## src/rtl/gps_code_pkg.sv

```systemverilog
package gps_code_pkg;

    localparam int LFSR_W = 10;
    localparam int PRN_W  = 5;

    typedef logic [LFSR_W-1:0] lfsr_t;

    typedef struct packed {
        logic [3:0] a;
        logic [3:0] b;
    } tap_pair_t;

    typedef struct packed {
        logic e;
        logic p;
        logic l;
    } epl_t;

    // stage n of a register lives in bit n-1; shifting moves toward stage 10
    function automatic lfsr_t g1_adv(lfsr_t s);
        return {s[8:0], s[2] ^ s[9]};
    endfunction

    function automatic lfsr_t g2_adv(lfsr_t s);
        return {s[8:0], s[1] ^ s[2] ^ s[5] ^ s[7] ^ s[8] ^ s[9]};
    endfunction

    // G2 stage pair per satellite, returned as bit indices
    function automatic tap_pair_t prn_taps(logic [PRN_W-1:0] sel);
        logic [7:0] st;
        tap_pair_t  t;
        case (sel)
            5'd0:  st = {4'd2, 4'd6};
            5'd1:  st = {4'd3, 4'd7};
            5'd2:  st = {4'd4, 4'd8};
            5'd3:  st = {4'd5, 4'd9};
            5'd4:  st = {4'd1, 4'd9};
            5'd5:  st = {4'd2, 4'd10};
            5'd6:  st = {4'd1, 4'd8};
            5'd7:  st = {4'd2, 4'd9};
            5'd8:  st = {4'd3, 4'd10};
            5'd9:  st = {4'd2, 4'd3};
            5'd10: st = {4'd3, 4'd4};
            5'd11: st = {4'd5, 4'd6};
            5'd12: st = {4'd6, 4'd7};
            5'd13: st = {4'd7, 4'd8};
            5'd14: st = {4'd8, 4'd9};
            5'd15: st = {4'd9, 4'd10};
            5'd16: st = {4'd1, 4'd4};
            5'd17: st = {4'd2, 4'd5};
            5'd18: st = {4'd3, 4'd6};
            5'd19: st = {4'd4, 4'd7};
            5'd20: st = {4'd5, 4'd8};
            5'd21: st = {4'd6, 4'd9};
            5'd22: st = {4'd1, 4'd3};
            5'd23: st = {4'd4, 4'd6};
            5'd24: st = {4'd5, 4'd7};
            5'd25: st = {4'd6, 4'd8};
            5'd26: st = {4'd7, 4'd9};
            5'd27: st = {4'd8, 4'd10};
            5'd28: st = {4'd1, 4'd6};
            5'd29: st = {4'd2, 4'd7};
            5'd30: st = {4'd3, 4'd8};
            default: st = {4'd4, 4'd9};
        endcase
        t.a = st[7:4] - 4'd1;
        t.b = st[3:0] - 4'd1;
        return t;
    endfunction

    function automatic logic gold_bit(lfsr_t g1, lfsr_t g2, tap_pair_t t);
        return g1[9] ^ g2[t.a] ^ g2[t.b];
    endfunction

endpackage

```

## src/rtl/code_nco.sv

```systemverilog
module code_nco #(
    parameter int              W        = 32,
    parameter logic [W-1:0]    STEP_RST = 32'h4000_0000
) (
    input  logic         clk,
    input  logic         rst,
    input  logic         adv,
    input  logic         clr,
    input  logic         step_wr,
    input  logic [W-1:0] step_val,
    input  logic         load_step,
    output logic         ovf,
    output logic         half
);
    logic [W-1:0] phase_q;
    logic [W-1:0] step_act_q;
    logic [W-1:0] step_pend_q;
    logic [W:0]   sum;

    always_comb begin
        sum  = {1'b0, phase_q} + {1'b0, step_act_q};
        ovf  = adv & sum[W];
        half = adv & ~phase_q[W-1] & sum[W-1];
    end

    always_ff @(posedge clk) begin
        if (rst) begin
            phase_q     <= '0;
            step_act_q  <= STEP_RST;
            step_pend_q <= STEP_RST;
        end else begin
            if (step_wr)
                step_pend_q <= step_val;
            if (load_step)
                step_act_q <= step_pend_q;
            if (clr)
                phase_q <= '0;
            else if (adv)
                phase_q <= sum[W-1:0];
        end
    end
endmodule

```

## src/rtl/gold_seq.sv

```systemverilog
module gold_seq
    import gps_code_pkg::*;
#(
    parameter int CODE_LEN = 1023,
    parameter int CNT_W    = $clog2(CODE_LEN)
) (
    input  logic             clk,
    input  logic             rst,
    input  logic             step,
    input  logic             clr,
    input  logic [PRN_W-1:0] prn_sel,
    output logic             bit_now,
    output logic             bit_next,
    output logic             bit_seed,
    output logic             last,
    output logic [CNT_W-1:0] idx
);
    localparam logic [CNT_W-1:0] LAST_IDX = CNT_W'(CODE_LEN - 1);

    lfsr_t     g1_q, g2_q;
    tap_pair_t taps;

    always_comb begin
        taps     = prn_taps(prn_sel);
        last     = (idx == LAST_IDX);
        bit_seed = gold_bit('1, '1, taps);
        bit_now  = gold_bit(g1_q, g2_q, taps);
        bit_next = last ? bit_seed : gold_bit(g1_adv(g1_q), g2_adv(g2_q), taps);
    end

    always_ff @(posedge clk) begin
        if (rst || clr) begin
            g1_q <= '1;
            g2_q <= '1;
            idx  <= '0;
        end else if (step) begin
            if (last) begin
                g1_q <= '1;
                g2_q <= '1;
                idx  <= '0;
            end else begin
                g1_q <= g1_adv(g1_q);
                g2_q <= g2_adv(g2_q);
                idx  <= idx + CNT_W'(1);
            end
        end
    end
endmodule

```

## src/rtl/epl_taps.sv

```systemverilog
module epl_taps
    import gps_code_pkg::*;
(
    input  logic clk,
    input  logic rst,
    input  logic clr,
    input  logic seed,
    input  logic push,
    input  logic din,
    output epl_t taps
);
    always_ff @(posedge clk) begin
        if (rst || clr)
            taps <= '{e: seed, p: seed, l: seed};
        else if (push)
            taps <= '{e: din, p: taps.e, l: taps.p};
    end
endmodule

```

## src/rtl/ca_replica_gen.sv

```systemverilog
module ca_replica_gen
    import gps_code_pkg::*;
#(
    parameter int                 NCO_W    = 32,
    parameter int                 CODE_LEN = 1023,
    parameter int                 OFS_W    = 16,
    parameter logic [NCO_W-1:0]   STEP_RST = 32'h4000_0000,
    localparam int                CNT_W    = $clog2(CODE_LEN)
) (
    input  logic             clk,
    input  logic             rst,
    input  logic             sample_vld,
    input  logic [PRN_W-1:0] prn_sel,
    input  logic             step_wr,
    input  logic [NCO_W-1:0] step_val,
    input  logic             realign,
    input  logic             skip_en,
    output logic             chip_e,
    output logic             chip_p,
    output logic             chip_l,
    output logic             epoch,
    output logic [CNT_W-1:0] chip_idx,
    output logic [OFS_W-1:0] skip_cnt
);
    logic realign_pend_q, drop_pend_q;
    logic adv, realign_now, drop_now, epoch_now;
    logic ovf, half;
    logic bit_now, bit_next, bit_seed, last;
    epl_t taps;

    always_comb begin
        realign_now = sample_vld & realign_pend_q;
        drop_now    = sample_vld & drop_pend_q & ~realign_pend_q;
        adv         = sample_vld & ~realign_pend_q & ~drop_pend_q;
        epoch_now   = ovf & last;
    end

    code_nco #(.W(NCO_W), .STEP_RST(STEP_RST)) u_nco (
        .clk       (clk),
        .rst       (rst),
        .adv       (adv),
        .clr       (realign_now),
        .step_wr   (step_wr),
        .step_val  (step_val),
        .load_step (epoch_now),
        .ovf       (ovf),
        .half      (half)
    );

    gold_seq #(.CODE_LEN(CODE_LEN), .CNT_W(CNT_W)) u_seq (
        .clk      (clk),
        .rst      (rst),
        .step     (ovf),
        .clr      (realign_now),
        .prn_sel  (prn_sel),
        .bit_now  (bit_now),
        .bit_next (bit_next),
        .bit_seed (bit_seed),
        .last     (last),
        .idx      (chip_idx)
    );

    epl_taps u_taps (
        .clk  (clk),
        .rst  (rst),
        .clr  (realign_now),
        .seed (bit_seed),
        .push (ovf | half),
        .din  (ovf ? bit_next : bit_now),
        .taps (taps)
    );

    always_ff @(posedge clk) begin
        if (rst) begin
            realign_pend_q <= 1'b0;
            drop_pend_q    <= 1'b0;
            skip_cnt       <= '0;
            epoch          <= 1'b0;
        end else begin
            epoch          <= epoch_now;
            realign_pend_q <= realign | (realign_pend_q & ~sample_vld);
            if (realign_now || drop_now)
                drop_pend_q <= 1'b0;
            else if (epoch_now && skip_en)
                drop_pend_q <= 1'b1;
            if (drop_now)
                skip_cnt <= skip_cnt + OFS_W'(1);
        end
    end

    assign chip_e = taps.e;
    assign chip_p = taps.p;
    assign chip_l = taps.l;
endmodule

```

## config.mk

```make
export PLATFORM = sky130hd
export DESIGN_NAME = ca_replica_gen
export DESIGN_NICKNAME = d
export VERILOG_FILES = /design/src/rtl/gps_code_pkg.sv /design/src/rtl/code_nco.sv /design/src/rtl/gold_seq.sv /design/src/rtl/epl_taps.sv /design/src/rtl/ca_replica_gen.sv
export SDC_FILE = /design/constraint.sdc
export NUM_CORES = 1
export LEC_CHECK = 0
export BUFFER_PORTS_ARGS = -buffer_cell sky130_fd_sc_hd__buf_4
export CAP_MARGIN = 20
export CORE_MARGIN = 2
export CORE_UTILIZATION = 28
export CTS_BUF_LIST = sky130_fd_sc_hd__clkbuf_8
export CTS_CLUSTER_DIAMETER = 200
export DETAILED_ROUTE_END_ITERATION = 6
export PLACE_DENSITY = 0.54
export SLEW_MARGIN = 30
export SYNTH_ARGS = -nofsm -noshare
export SYNTH_HDL_FRONTEND = slang
export SYNTH_HIERARCHICAL = 1
export SYNTH_SLANG_ARGS = --single-unit
```

## constraint.sdc

```tcl
create_clock -name clk -period 10.8 [get_ports clk]
set_input_delay 0 -clock clk [delete_from_list [all_inputs] [get_ports clk]]
set_output_delay 0 -clock clk [all_outputs]
set_load 0.02 [all_outputs]
```

# Word-level counts from Yosys, hierarchy flattened

Memory sizes are Yosys's and may differ from the RTL's.
Index checks and enable logic that the tools add are counted.
W data, S select, Z words.

$add $sub $neg: 5
$lt $le $gt $ge: 2
Equality and inequality tests: 1
Mux-type cells: 17
Bitwise operators: 28
Reductions and logical operators: 6

Operators by type and width:

| cell                    | count |
|---|---|
| $add A32 B32 Y33        | 1 |
| $mux W10                | 3 |
| $add A16 B1 Y16 const B | 1 |
| $bmux W1 S4             | 4 |
| $xor A1 B1 Y1           | 11 |
| $add A10 B1 Y10 const B | 1 |
| $and A1 B1 Y1           | 10 |
| $eq A10 B10 Y1 const B  | 1 |
| $lt A4 B5 Y1 const B    | 2 |
| $mux W1                 | 8 |
| $sub A4 B1 Y4 const B   | 2 |
| $mux W3                 | 2 |
| $not A1 Y1              | 5 |
| $reduce_or A2 Y1        | 2 |
| $logic_or A1 B1 Y1      | 2 |
| $or A1 B1 Y1            | 2 |
| $reduce_bool A2 Y1      | 1 |
| $logic_and A1 B1 Y1     | 1 |

Flip-flop bits (word level): 148
Bits in read-only memories: 288
Input port bits: 43
Word-level logic and storage cells: 75
Memories kept: 3

Memory list:

| memory          | words | width | read ports | clocked after memory_dff | write ports | RTL line           | text |
|---|---|---|---|---|---|---|---|
| (no name shown) | 32    | 8     | 1          | 0                        | 0           | gps_code_pkg.sv:32 | `case (sel)` |
| (no name shown) | 16    | 1     | 1          | 0                        | 0           | gps_code_pkg.sv:72 | `return g1[9] ^ g2[t.a] ^ g2[t.b];` |
| (no name shown) | 16    | 1     | 1          | 0                        | 0           | gps_code_pkg.sv:72 |  |

# Longest topological paths before layout

Gate-level depths: netlist of run 1.

Depth in word-level cells: 13
Gate-level depth with buffers: 18
Depth with buffers taken out: 15

# By module

Netlist of run 1, hierarchy kept.

Modules (own cells, without submodules):

| module         | times used | cells each | area each (um^2) | seq. area each (um^2) |
|---|---|---|---|---|
| code_nco       | 1          | 566        | 5,134.9          | 1,921.8 |
| gold_seq       | 1          | 268        | 2,363.5          | 600.6 |
| ca_replica_gen | 1          | 98         | 899.6            | 380.4 |
| epl_taps       | 1          | 9          | 130.1            | 90.1 |

# Least setup slack after synthesis of run 1

Ideal clock, no wire load.

Path type: register -> register
Start point: register u_nco.phase_q[0]
End point: register u_nco.step_act_q[30]
Arrival: 3.307 ns
Data required time: 10.680 ns
Path slack: 7.373 ns
Cell stages (with the launch flop): 14
Buffers on the path: 2
Clock period less this slack: 3.427 ns
Cells stage by stage: dfxtp_1 ha_1 fa_1 a21oi_2 o221ai_2 a21oi_2 a31oi_2 o31a_1 a2111oi_2 nor2_1 and2_1 clkbuf_1 buf_1 a211o_1

Word-level cells in the longest chain between the ends: 3

RTL lines:

| item                   | RTL line             | text |
|---|---|---|
| from (decl)            | code_nco.sv:15       | `logic [W-1:0] phase_q;` |
| from (signal assigned) | code_nco.sv:39       | `phase_q <= sum[W-1:0];` |
| $add A32 B32 Y33       | code_nco.sv:21       | `sum = {1'b0, phase_q} + {1'b0, step_act_q};` |
| $and A1 B1 Y1          | code_nco.sv:22       | `ovf = adv & sum[W];` |
| net ovf                | ca_replica_gen.sv:27 | `logic ovf, half;` |
| $and A1 B1 Y1          | ca_replica_gen.sv:35 | `epoch_now = ovf & last;` |
| net epoch_now          | ca_replica_gen.sv:26 | `logic adv, realign_now, drop_now, epoch_now;` |
| to (signal assigned)   | code_nco.sv:35       | `step_act_q <= step_pend_q;` |
| to (decl)              | code_nco.sv:16       | `logic [W-1:0] step_act_q;` |

The timed path passes the listed nets, and every way through them passes these cells.
A chain may end at the register's enable or synchronous reset.

# Worst setup path in the final report of run 1

Start point: register u_nco.phase_q[0]
End point: register drop_pend_q

Word-level cells in the longest chain between the ends: 4

RTL lines:

| item                 | RTL line             | text |
|---|---|---|
| $add A32 B32 Y33     | code_nco.sv:21       |  |
| $and A1 B1 Y1        | code_nco.sv:22       |  |
| net ovf              | ca_replica_gen.sv:27 |  |
| $and A1 B1 Y1        | ca_replica_gen.sv:35 |  |
| net epoch_now        | ca_replica_gen.sv:26 |  |
| $logic_and A1 B1 Y1  | ca_replica_gen.sv:84 | `else if (epoch_now && skip_en)` |
| to (signal assigned) | ca_replica_gen.sv:76 | `drop_pend_q <= 1'b0;` |
| to (signal assigned) | ca_replica_gen.sv:83 | `drop_pend_q <= 1'b0;` |
| to (signal assigned) | ca_replica_gen.sv:85 | `drop_pend_q <= 1'b1;` |
| to (decl)            | ca_replica_gen.sv:25 | `logic realign_pend_q, drop_pend_q;` |

The timed path passes the listed nets, and every way through them passes these cells.

==> results of run 1 <==
==> registers in the layout, indices dropped and copies added, names as in the netlist, 3 cells and up <==
register           count
u_seq/g2_q            10
u_seq/g1_q            10
u_nco/step_pend_q     32
u_nco/phase_q         32
u_taps/taps            3
u_seq/idx             10
skip_cnt              16
u_nco/step_act_q      32
==> worst paths after layout <==
path / from / endpoint / slack (ns) / cells after the start
worst min-delay path: step_wr / u_nco/step_pend_q[3]$_SDFFE_PP0P_ / 0.12 / 3
worst max-delay path: u_nco/phase_q[0]$_SDFFE_PP0P_ / drop_pend_q$_SDFFE_PP0P_ / 6.53 / 14
worst min register to register: u_nco/phase_q[30]$_SDFFE_PP0P_ / u_nco/phase_q[30]$_SDFFE_PP0P_ / 0.46 / 2
worst max register to register: u_nco/phase_q[0]$_SDFFE_PP0P_ / drop_pend_q$_SDFFE_PP0P_ / 6.53 / 14
==> tightest hold or removal path: stages <==
cell and delay (ns):
buf_4 0.29, mux2i_1 0.18, nor2_1 0.07
==> cell families (layout without fill, tap and decap cells) <==
family | Yosys count | in the layout | share of synthesized area (%)
other cells | 1 | 1 | 0.0440
buf+inv | 64 | 166 | 3.36
compound gates | 197 | 197 | 16.5
xor+xnor | 53 | 53 | 5.60
flops | 148 | 148 | 35.1
fa+ha+maj | 45 | 45 | 6.69
mux | 114 | 114 | 14.3
simple gates | 319 | 319 | 18.4
==> synth_stat cells (all sizes together), types with 4 or more instances <==
cell    instances
a21o           14
o211a           4
buf            24
nand3b          9
nor2b          12
and3           12
o21a            6
nand2b          6
nand2          75
inv            18
mux4            4
nand4          17
mux2i         100
o221ai          4
and2            7
a211o           5
o211ai          4
clkbuf         21
ha             44
nand3          21
o21ai          45
nor2          127
a211oi         10
nor3           10
xnor2          22
dfxtp         145
a21oi          58
xor2           30
mux2           10
a31oi           7
or2             4
or3             7
==> stage by stage <==
step	total power, uW	cells
finish	1140	1433
global route	1200	1433
CTS	1160	1432
detailed placement	711	1360
global placement	708	1360
floorplan	672	941
==> per-layer routing <==
metal / global-route usage (%) / up-vias / part of all wire, %
li1: - / 3565 / -
met1: 18.2 / 3287 / 52
met2: 19.9 / 114 / 43
met3: 2.86 / 8 / 3.9
met4: 3.08 / 0 / 0.70
met5: 0 / - / 0
==> layout make-up <==
cell class / count / area share [%]
Multi-Input combinational cell: 729 / 51.7
Sequential cell: 148 / 29.3
Timing Repair Buffer: 116 / 9.70
Tap cell: 390 / 4.78
Clock buffer: 19 / 2.56
Clock inverter: 13 / 1.31
Inverter: 18 / 0.662
==> report_power, final <==
part / total (uW) / switching, uW / internal, uW
clock: 436 / 220 / 216
combinational: 144 / 75.7 / 68.1
sequential: 564 / 5.87 / 558
==> repair_timing <==
action                                 in CTS  in global routing
setup endpoints to repair                   0                  0
hold buffers                               40                  0
endpoints found under the hold margin      50                  0
==> results.json, run 1 <==
{
  "start_util_pct": 28.6,
  "grt_max_degree": 72,
  "cts_setup_buffers": 0,
  "cp.required_ns": 11.15,
  "vias": 6974,
  "clock_skew_ns": 0.0148,
  "dp_slack_ns": 6.84,
  "cp_top_family": "compound AO/OA/AOI/OAI gates",
  "cap_violations": 0,
  "hpwlAfterDp_mm": 14.0,
  "port_buffers": 72,
  "wl_mm": 20.0,
  "power.leakage_uw": 0.00420,
  "period_share_pct": 39.5,
  "final-seq-area_sq_um": 2990,
  "vias_per_cell": 4.87,
  "ir_worst_vdd_mv": 0.0679,
  "pin_count": 73,
  "multi_input_area_sq_um": 5280,
  "drtAntennaViolNets": 0,
  "utilization_pct": 34.3,
  "htreeDepth": 4,
  "crit_path_max_incr_delay_ns": 0.56,
  "synth_top_area_cell": "dfxtp_1",
  "dieArea_sq_um": 31900,
  "crit_arrival_ns": 4.62,
  "drt_pass1_iterations": 5,
  "setup_viol": 0,
  "fin_ws_ns": 6.53,
  "critPathBufInv": 2,
  "area_growth_pct": 19.7,
  "yosys_warnings": 6,
  "worst-path-max-fanout": 35,
  "path_cells": "ha_1 > fa_1 > a21oi_2 > o221ai_2 > a21oi_2 > a31oi_2 > o31a_1 > a2111oi_2 > nor2_4 > buf_16 > and2_4 > a21oi_1 > nor3_1 > dlygate4sd3_1",
  "ys_async_sr_fraction_pct": 0,
  "hold_violations": 0,
  "grt_pass1_wl_mm": 33.3,
  "layout.nets": 1118,
  "cp_slowest_cell": "dlygate4sd3_1",
  "clock_sinks": 148,
  "post_cts_resized": 0,
  "die_h_um": 179,
  "num_rows": 63,
  "outcome": "finished, final reports clean",
  "cp-start-kind": "flop",
  "path_class": "flop to flop",
  "syn_area_sq_um": 8530,
  "drc": 0,
  "synth_flop_cell": "dfxtp_1",
  "die_w_um": 179,
  "cts-buffers-inserted": 17,
  "endpoint_kind": "flop",
  "p_per_area_nw_per_um2": 112,
  "tightest_slew_ns": 0.947,
  "min_path_type": "input pin to flop",
  "grt_use_total_pct": 12.9,
  "dpl_cell_area_sq_um": 9390,
  "gp_congestion": 0.786,
  "clk_pin_slew_ns": 0.09,
  "finalMaxSlewViolations": 0,
  "synthCells": 941,
  "wl_per_cell_um": 14.0,
  "core_area_sq_um": 29800,
  "antenna_found_initial": 0,
  "rsz0062_at_grt": "no",
  "overflow": 0,
  "fillers": 3120,
  "grt_pass1_vias": 6608,
  "diodes": 0,
  "synth-edff-count": 3,
  "ys_seq_elements": 148,
  "fmax_ghz": 0.234,
  "final_area_sq_um": 10200,
  "clk_latency_ns": 0.46,
  "yosysSeqAreaShare_pct": 35.1,
  "slew-limit-headroom_pct": 36.6,
  "cts-root-buf": "clkbuf_8",
  "drt_iter0_drc": 468,
  "worst_path_most_repeated_cell": "a21oi_2",
  "finalSetupTns_ns": 0,
  "clk_path_buf_depth": 2,
  "syn_avg_cell_area_sq_um": 9.06,
  "synth.distinct_cells": 102,
  "netlist.area_leader.share_pct": 34.0,
  "finalCriticalPeriod_ns": 4.27,
  "cts_tree": "yes",
  "final_common_cell": "dfxtp_1",
  "hold_slack_ns": 0.118,
  "mostFrequentLayoutCells": "145 x dfxtp_1, 123 x nor2_1, 100 x mux2i_1",
  "drive_gt1_share_pct": 15.6,
  "syn_nets": 1029,
  "synthTopCellsByArea": "dfxtp_1 34%, mux2i_1 12%, ha_1 6.5%, nor2_1 5.5%, nand2_1 3.3%"
}
(Power assumes the default switching activity.)
==> inputs of run 2 (changes only) <==
--- a/config.mk
+++ b/config.mk
@@ -12,7 +12,7 @@
 export CTS_BUF_LIST = sky130_fd_sc_hd__clkbuf_8
 export CTS_CLUSTER_DIAMETER = 200
 export DETAILED_ROUTE_END_ITERATION = 6
-export PLACE_DENSITY = 0.54
+export PLACE_DENSITY = 0.55
 export SLEW_MARGIN = 30
 export SYNTH_ARGS = -nofsm -noshare
 export SYNTH_HDL_FRONTEND = slang
==> constraint.sdc (replaced) <==
create_clock -name clk -period 3.69 [get_ports clk]
set_input_delay 0 -clock clk [delete_from_list [all_inputs] [get_ports clk]]
set_output_delay 0 -clock clk [all_outputs]
set_load 0.02 [all_outputs]
==> run 2 against run 1 <==
Sequential power rose to 2.9 times the previous value. Clock power grew to 2.9 times the previous value. Via count is 0.95% higher. First-iteration DRC count shrank 12%. Global-route usage up 0.080 points. Hold slack got worse by 0.059 ns. Routed wire length shrank 0.19%. Cell count increased by 0.35%. Non-clock buffer count rose by 5. Power rose to 2.9 times the previous value. Flip-flop and latch count unchanged.
==> results.json, run 2 (same netlist as run 1, synthesis figures left out) <==
{
  "outcome": "finished, final reports clean",
  "clock_skew_ns": 0.0181,
  "path_class": "flop to flop",
  "mostFrequentLayoutCells": "145 x dfxtp_1, 123 x nor2_1, 100 x mux2i_1",
  "layoutNonFillerInstCount": 1438,
  "finalSetupTns_ns": 0,
  "vias_per_cell": 4.90,
  "start_util_pct": 28.6,
  "grt_max_degree": 92,
  "area_growth_pct": 20.1,
  "seqPwrFrac_pct": 49.4,
  "antenna_found_initial": 0,
  "fmax_ghz": 0.290,
  "top_regs": "u_nco/phase_q: 32 flops, u_nco/step_act_q: 32 flops, u_nco/step_pend_q: 32 flops",
  "p_clk_share_pct": 37.9,
  "tightest_slew_ns": 0.918,
  "p_int_uw": 2410,
  "min_path_type": "input pin to flop",
  "grt_use_total_pct": 13.0,
  "die_h_um": 179,
  "slew-limit-headroom_pct": 38.6,
  "hpwlAfterDp_mm": 14.4,
  "clk_latency_ns": 0.48,
  "cts_tree": "yes",
  "cp.required_ns": 3.90,
  "crit_arrival_ns": 3.66,
  "die_w_um": 179,
  "dp_slack_ns": 0.165,
  "p_switching_uw": 935,
  "cap_violations": 0,
  "power.leakage_uw": 0.00422,
  "drt_iter0_drc": 410,
  "rsz0062_at_grt": "no",
  "finalMaxSlewViolations": 0,
  "dp_cells": 1370,
  "cts-root-buf": "clkbuf_8",
  "fin_ws_ns": 0.242,
  "worst-path-max-fanout": 3,
  "endpoint_kind": "flop",
  "cts-buffers-inserted": 17,
  "clock_sinks": 148,
  "utilization_pct": 34.4,
  "ir_worst_vdd_mv": 0.190,
  "drtAntennaViolNets": 0,
  "wl_mm": 20.0,
  "gp_congestion": 0.800,
  "layout.nets": 1123,
  "clk_path_buf_depth": 2,
  "wl_per_cell_um": 13.9,
  "pin_count": 73,
  "overflow": 0,
  "hold_violations": 0,
  "drt_pass1_iterations": 6,
  "vias": 7040,
  "num_rows": 63,
  "grt_pass1_vias": 6757,
  "dieArea_sq_um": 31900,
  "clk_pin_slew_ns": 0.09,
  "switching_share_pct": 28.0,
  "drc": 0,
  "setup_viol": 0,
  "p_comb_share_pct": 12.7,
  "period_share_pct": 93.4,
  "final_common_cell": "dfxtp_1",
  "p_per_area_nw_per_um2": 326,
  "cp-start-kind": "flop",
  "htreeDepth": 4,
  "finalCriticalPeriod_ns": 3.45,
  "grt_pass1_wl_mm": 33.5,
  "diodes": 0,
  "core_area_sq_um": 29800,
  "drive_gt1_share_pct": 16.6,
  "port_buffers": 72
}
## run 2: critical path: stages (launching register included)
cell,delay (ns)
dfxtp_1,0.32
ha_1,0.22
fa_1,0.42
a21oi_2,0.21
o221ai_2,0.13
a21oi_2,0.19
a31oi_2,0.14
o31a_1,0.37
a2111oi_4,0.41
nor2_4,0.07
or2_2,0.28
or3_1,0.43
## run 2: power groups by stage
stage / Combinational (uW) / Sequential, uW / Clock (uW)
finish: 423 / 1650 / 1270
global route: 468 / 1660 / 1390
CTS: 426 / 1650 / 1320
detailed placement: 393 / 1690 / 0
global placement: 389 / 1690 / 0
floorplan: 278 / 1690 / 0
## run 2: final cells by class
type	instances	area, sq um
flip-flops and latches	148	2990
clock buffers	18	248
well taps	390	488
repair buffers	121	1030
multi-input cells	729	5280
fillers	3122	19600
clock inverters	14	140
inverters	18	67.6
## run 2: worst paths after layout
path                             startpoint                        endpoint  slack [ns]  depth (start not counted)
max           u_nco/phase_q[0]$_SDFFE_PP0P_        u_taps/taps[2]$_DFFE_PP_        0.24                         11
min reg2reg  u_nco/phase_q[21]$_SDFFE_PP0P_  u_nco/phase_q[21]$_SDFFE_PP0P_        0.45                          2
min                                     rst   u_nco/phase_q[2]$_SDFFE_PP0P_        0.06                          3
max reg2reg   u_nco/phase_q[0]$_SDFFE_PP0P_        u_taps/taps[2]$_DFFE_PP_        0.24                         11
## run 2: stage by stage
step           hold slack, ns  instance area (sq um)  total power [uW]
2_1_floorplan           0.117                   8530              1970
3_3_place_gp            0.209                   9480              2080
3_5_place_dp            0.225                   9480              2080
4_1_cts                0.0109                  10200              3400
5_1_grt                0.0465                  10200              3510
6_report               0.0593                  10200              3340
## run 2: repair_timing
item	CTS	global route
setup buffers	0	0
endpoints found under the setup margin	0	10
resized for setup	0	1
endpoints found under the hold margin	37	0
hold buffers	36	0
## run 2: layer usage
layer	vias to the layer above	wire, um	track usage, %
met5	-	0	0
met4	0	185	3.32
met3	18	801	3.09
met2	124	8710	20.5
met1	3330	10300	17.7
li1	3568	-	-
